$ cat config.mk
export PLATFORM = sky130hd
export DESIGN_NAME = rtc_serial_port
export DESIGN_NICKNAME = d
export VERILOG_FILES = /design/src/rtl/rsp_pkg.sv /design/src/rtl/rsp_edge.sv /design/src/rtl/rsp_cmd.sv /design/src/rtl/rsp_shreg.sv /design/src/rtl/rtc_serial_port.sv
export SDC_FILE = /design/constraint.sdc
export NUM_CORES = 1
export LEC_CHECK = 0
export ABC_AREA = 0
export CORE_MARGIN = 8
export CORE_UTILIZATION = 31
export CTS_BUF_LIST = sky130_fd_sc_hd__clkbuf_16
export DETAILED_ROUTE_END_ITERATION = 8
export MAX_ROUTING_LAYER = met4
export PLACE_DENSITY = 0.67
export SYNTH_ARGS = -nofsm -noshare
export SYNTH_HDL_FRONTEND = slang
export SYNTH_SLANG_ARGS = --single-unit
$ cat constraint.sdc
create_clock -name clk -period 2.4 [get_ports clk]
set_input_delay 0.72 -clock clk [delete_from_list [all_inputs] [get_ports clk]]
set_output_delay 0.72 -clock clk [all_outputs]
set_load 0.1 [all_outputs]
$ cat src/rtl/rsp_pkg.sv
package rsp_pkg;
  localparam int unsigned CMD_W = 4;
  localparam logic [2:0] PAR_SERIAL = 3'd7;
  localparam logic [2:0] OP_SET     = 3'd2;
  localparam logic [2:0] OP_READ    = 3'd3;

  function automatic logic [CMD_W-1:0] pick_mode(input logic [2:0] par,
                                                 input logic [CMD_W-1:0] ser);
    return (par == PAR_SERIAL) ? ser : {1'b0, par};
  endfunction

  function automatic logic is_set(input logic [CMD_W-1:0] m);
    return m[2:0] == OP_SET;
  endfunction

  function automatic logic is_read(input logic [CMD_W-1:0] m);
    return m[2:0] == OP_READ;
  endfunction

  function automatic logic uses_tp(input logic [CMD_W-1:0] m);
    return m[2];
  endfunction
endpackage

$ cat src/rtl/rsp_edge.sv
module rsp_edge #(
  parameter int unsigned N = 2
) (
  input  logic         clk,
  input  logic         rst_n,
  input  logic [N-1:0] sig,
  output logic [N-1:0] rise,
  output logic [N-1:0] fall
);
  logic [N-1:0] prev;

  for (genvar g = 0; g < N; g++) begin : g_bit
    always_ff @(posedge clk or negedge rst_n) begin
      if (!rst_n) prev[g] <= 1'b0;
      else        prev[g] <= sig[g];
    end
    assign rise[g] = sig[g] & ~prev[g];
    assign fall[g] = ~sig[g] & prev[g];
  end
endmodule

$ cat src/rtl/rsp_cmd.sv
module rsp_cmd
  import rsp_pkg::*;
(
  input  logic             clk,
  input  logic             rst_n,
  input  logic             take,
  input  logic [2:0]       par_code,
  input  logic [CMD_W-1:0] ser_code,
  output logic [CMD_W-1:0] mode,
  output logic             set_evt,
  output logic             read_evt
);
  logic [CMD_W-1:0] next_mode;

  assign next_mode = pick_mode(par_code, ser_code);
  assign set_evt   = take & is_set(next_mode);
  assign read_evt  = take & is_read(next_mode);

  always_ff @(posedge clk or negedge rst_n) begin
    if (!rst_n)    mode <= '0;
    else if (take) mode <= next_mode;
  end
endmodule

$ cat src/rtl/rsp_shreg.sv
module rsp_shreg #(
  parameter int unsigned DW = 48
) (
  input  logic          clk,
  input  logic          rst_n,
  input  logic          shift_en,
  input  logic          sdi,
  input  logic          load_en,
  input  logic [DW-1:0] load_val,
  input  logic          out_adv,
  output logic [DW-1:0] sh_q,
  output logic          out_q
);
  always_ff @(posedge clk or negedge rst_n) begin
    if (!rst_n) begin
      sh_q  <= '0;
      out_q <= 1'b0;
    end else if (load_en) begin
      sh_q  <= load_val;
      out_q <= load_val[0];
    end else begin
      if (shift_en) sh_q  <= {sdi, sh_q[DW-1:1]};
      if (out_adv)  out_q <= sh_q[0];
    end
  end
endmodule

$ cat src/rtl/rtc_serial_port.sv
module rtc_serial_port
  import rsp_pkg::*;
#(
  parameter int unsigned DW     = 48,
  parameter int unsigned RD_DLY = 4
) (
  input  logic             clk,
  input  logic             rst_n,
  input  logic             cs,
  input  logic             stb,
  input  logic [2:0]       cmd_code,
  input  logic             sclk,
  input  logic             sdi,
  input  logic             tp_in,
  input  logic [DW-1:0]    cnt_snap,
  output logic             sdo,
  output logic             sdo_oe,
  output logic             preset_pulse,
  output logic [DW-1:0]    preset_data,
  output logic             reg_hold,
  output logic [CMD_W-1:0] mode
);
  localparam int unsigned CNT_W = $clog2(RD_DLY + 1);

  logic [1:0]       rise_w, fall_w;
  logic             stb_take_w, sclk_rise_w, sclk_fall_w;
  logic             shift_w, adv_w, load_w, busy_w;
  logic             set_evt_w, read_evt_w;
  logic [CNT_W-1:0] wait_cnt;
  logic [DW-1:0]    sh_q;
  logic             out_q;

  rsp_edge #(.N(2)) u_edge (
    .clk  (clk),
    .rst_n(rst_n),
    .sig  ({sclk, stb}),
    .rise (rise_w),
    .fall (fall_w)
  );

  assign busy_w      = (wait_cnt != '0);
  assign load_w      = (wait_cnt == CNT_W'(1));
  assign stb_take_w  = cs & rise_w[0] & ~busy_w;
  assign sclk_rise_w = cs & rise_w[1];
  assign sclk_fall_w = cs & fall_w[1];
  assign shift_w     = sclk_rise_w & ~busy_w;
  assign adv_w       = sclk_fall_w & ~busy_w;

  rsp_cmd u_cmd (
    .clk     (clk),
    .rst_n   (rst_n),
    .take    (stb_take_w),
    .par_code(cmd_code),
    .ser_code(sh_q[DW-1 -: CMD_W]),
    .mode    (mode),
    .set_evt (set_evt_w),
    .read_evt(read_evt_w)
  );

  rsp_shreg #(.DW(DW)) u_shreg (
    .clk     (clk),
    .rst_n   (rst_n),
    .shift_en(shift_w),
    .sdi     (sdi),
    .load_en (load_w),
    .load_val(cnt_snap),
    .out_adv (adv_w),
    .sh_q    (sh_q),
    .out_q   (out_q)
  );

  always_ff @(posedge clk or negedge rst_n) begin
    if (!rst_n) begin
      wait_cnt     <= '0;
      preset_pulse <= 1'b0;
    end else begin
      preset_pulse <= set_evt_w;
      if (read_evt_w)  wait_cnt <= CNT_W'(RD_DLY);
      else if (busy_w) wait_cnt <= wait_cnt - CNT_W'(1);
    end
  end

  assign preset_data = sh_q;
  assign reg_hold    = ~busy_w;
  assign sdo_oe      = cs;
  assign sdo         = cs & (uses_tp(mode) ? tp_in : out_q);
endmodule

==> impl_metrics.ini <==
[final_layout]
finalNetCount = 479
final_area_um2 = 4310
stdcell_count = 532
syn_to_final_growth_pct = 50.5
num-fill-cells = 881
drive_above_1_share_pct = 20.9
diodes = 0

[critical_path]
critPathSlowestCell = clkdlybuf4s50_1
cp.required_ns = 1.68
cp_max_fo = 1
cp_slowest_stage_delay_ns = 0.46
path_cells = clkdlybuf4s50_1, mux2i_1, nor2b_2, buf_12
crit_start = tp_in
path_class = primary input to output pin
cp_data_arrival_time_ns = 1.61
r2r_start = wait_cnt[1]
critPathCaptureType = output pin
crit_path_start_kind = primary input

[place]
dp_hpwl_mm = 6.39
placed_cell_area_um2 = 4040
place_congestion = 0.763
placed_cells = 518
io_buffers = 113
dp_slack_ns = 0.0729

[floorplanning]
core_um2 = 9110
top_level_ports = 114
fp.dieW_um = 112
dieArea_um2 = 12600
die_y_um = 112
start_util_pct = 31.4
rows = 35

[clock_network]
cts.htree.levels = 3
cts_setup_buffers = 0
cts.repair.resized = 0
clkSinkCount = 59
cts_hold_buf = 0
cts_root_buf = clkbuf_16
cts_made_buffers = 9
cts_tree = done
insertion_delay_ns = 0.32
path_clk_slew_ns = 0.05
ctsLongestPathBuffers = 2

[routing]
drtPass1Iterations = 4
ant_nets = 0
drtIter0Drc = 115
wl_per_cell_um = 17.0
wirelength_mm = 9.05
via_count = 2846
route.detailed.drc = 0
via_per_inst = 5.35

[timing]
timing.final.hold_violations = 0
period_minus_slack_ns = 2.33
worst_slew_pin_slew_ns = 0.556
rsz0062_at_grt = no
setup_viol = 0
maxClockFrequency_mhz = 429
slew_headroom_pct = 62.7
drv_slew = 0
period_share_pct = 97.0
fin_ws_ns = 0.0713
clock_skew_ns = 0.00863

[yosys]
seq_area_frac_synth_pct = 51.6
synth_cell_types = 34
synth_xor_xnor_area_share_pct = 0.306
synth_top_family_by_area = compound AO/OA/AOI/OAI gates
synth_warnings = 0
avgSynthCellArea_um2 = 9.29
syn_inst = 308
yosys.area_share.adder_pct = 1.31
synth-simple-area-share_pct = 12.1
syn_area_um2 = 2860
ys_ff_latch = 59
syn-num-nets = 369
synth_compound_area_share_pct = 28.9
synthMuxAreaShare_pct = 0.699

[global_routing]
grt_pass1_wl_mm = 15.1
grt_pass1_vias = 2881
antenna_found_initial = 0
grt_overflow = 0
grt_max_degree = 41
track_usage_pct = 15.0

[run]
cap_violations = 0

[run_status]
status = complete, no violations

[worst_hold_path]
hold_path_class = primary input to async pin
==> layer usage <==
layer / vias to the layer above / track usage, % / routed length [um]
met1: 1391 / 18.5 / 4100
met4: 0 / 5.13 / 68
met2: 99 / 23.3 / 4410
li1: 1349 / - / -
met3: 7 / 4.03 / 465
met5: - / - / 0
==> worst paths after layout <==
check / endpoint / slack [ns] / cells past startpoint
min reg2reg: u_cmd.mode[0] / 0.49 / 1
max in group asynchronous: u_shreg.sh_q[25] / 1.36 / 2
min: u_cmd.mode[2] / 0.36 / 1
min in group clk: u_cmd.mode[0] / 0.49 / 1
max: sdo / 0.07 / 4
max reg2reg: u_shreg.sh_q[1] / 0.63 / 6
==> cells by family (layout without fill, tap and decap cells) <==
logic type | count (synthesis) | count (layout)
buffers and inverters | 32 | 145
and+or+nand+nor | 71 | 71
muxes | 2 | 2
AOI/OAI and AO/OA | 140 | 140
adders and majority gates | 3 | 3
xor gates and xnor gates | 1 | 1
DFF | 59 | 59
==> worst max-delay path, delay by kind of cell <==
kind	cells	cell delay [ns]
muxes	1	0.08
buffers and inverters	2	0.65
and+or+nand+nor	1	0.16
==> placed cells by master, fill, tap and decap left out, types with 2 or more instances in the layout <==
master           instances
a21oi_1                 40
a221o_1                 10
a31oi_1                 40
and2_0                   7
and2_1                   3
buf_12                   5
buf_4                   64
clkbuf_16                9
clkdlybuf4s50_1         56
clkinv_1                 3
dfrtp_1                 59
ha_1                     3
inv_1                    5
mux2i_1                  2
nand2_1                  4
nand2b_1                 2
nand3b_1                 2
nor2_1                  40
nor2b_1                  3
nor2b_2                  2
o2111ai_1                2
o21ai_0                 42
==> flip-flops by register name, indices dropped and copies added (netlist names) <==
register and flops:
wait_cnt 3, u_cmd.mode 4, preset_pulse 1, u_shreg.sh_q 48, u_edge.prev 2, u_shreg.out_q 1
==> area by class of cell <==
class	count	area, um^2	area share [%]
repair buffers	126	1150	26.6
clock buffers	9	225	5.23
multi-input cells	217	1260	29.2
clock inverters	5	46.3	1.07
inverters	5	18.8	0.436
well taps	111	139	3.22
flip-flops and latches	59	1480	34.3
==> synth_stat cells <==
cell | number | area [um^2]
ha_1 | 3 | 37.5
and2b_1 | 1 | 7.51
nor2b_1 | 6 | 37.5
nand2_1 | 4 | 15.0
o2111a_1 | 1 | 11.3
nor2_1 | 40 | 150
a221o_1 | 10 | 100
buf_6 | 1 | 11.3
o21ai_0 | 42 | 210
and3_1 | 1 | 6.26
and2_1 | 3 | 18.8
nand4b_1 | 1 | 8.76
a21oi_1 | 40 | 200
a31oi_1 | 40 | 250
nor3_2 | 1 | 10.0
o21ai_1 | 1 | 5.00
a21boi_0 | 1 | 7.51
and3b_1 | 1 | 8.76
nand4_1 | 1 | 6.26
a21o_1 | 1 | 7.51
xnor2_1 | 1 | 8.76
inv_1 | 5 | 18.8
o2111ai_1 | 2 | 17.5
dfrtp_1 | 59 | 1480
and2_0 | 7 | 43.8
nand3b_1 | 2 | 15.0
buf_2 | 11 | 55.1
clkbuf_2 | 1 | 5.00
a221oi_1 | 1 | 8.76
a21oi_2 | 1 | 8.76
mux2i_1 | 2 | 20.0
buf_4 | 1 | 7.51
nand2b_1 | 3 | 18.8
clkbuf_1 | 13 | 48.8
==> stage by stage <==
stage | setup TNS (ns) | hold slack, ns | utilization [%]
6_report | 0 | 0.358 | 47.3
3_5_place_dp | 0 | 0.492 | 44.3
2_1_floorplan | -0.282 | 0.424 | -
4_1_cts | 0 | 0.375 | 47.3
3_3_place_gp | 0 | 0.469 | 44.3
5_1_grt | 0 | 0.392 | 47.3
Power is not shown: default switching activity piles up to over one toggle a cycle in this logic, so the estimate is an artifact.
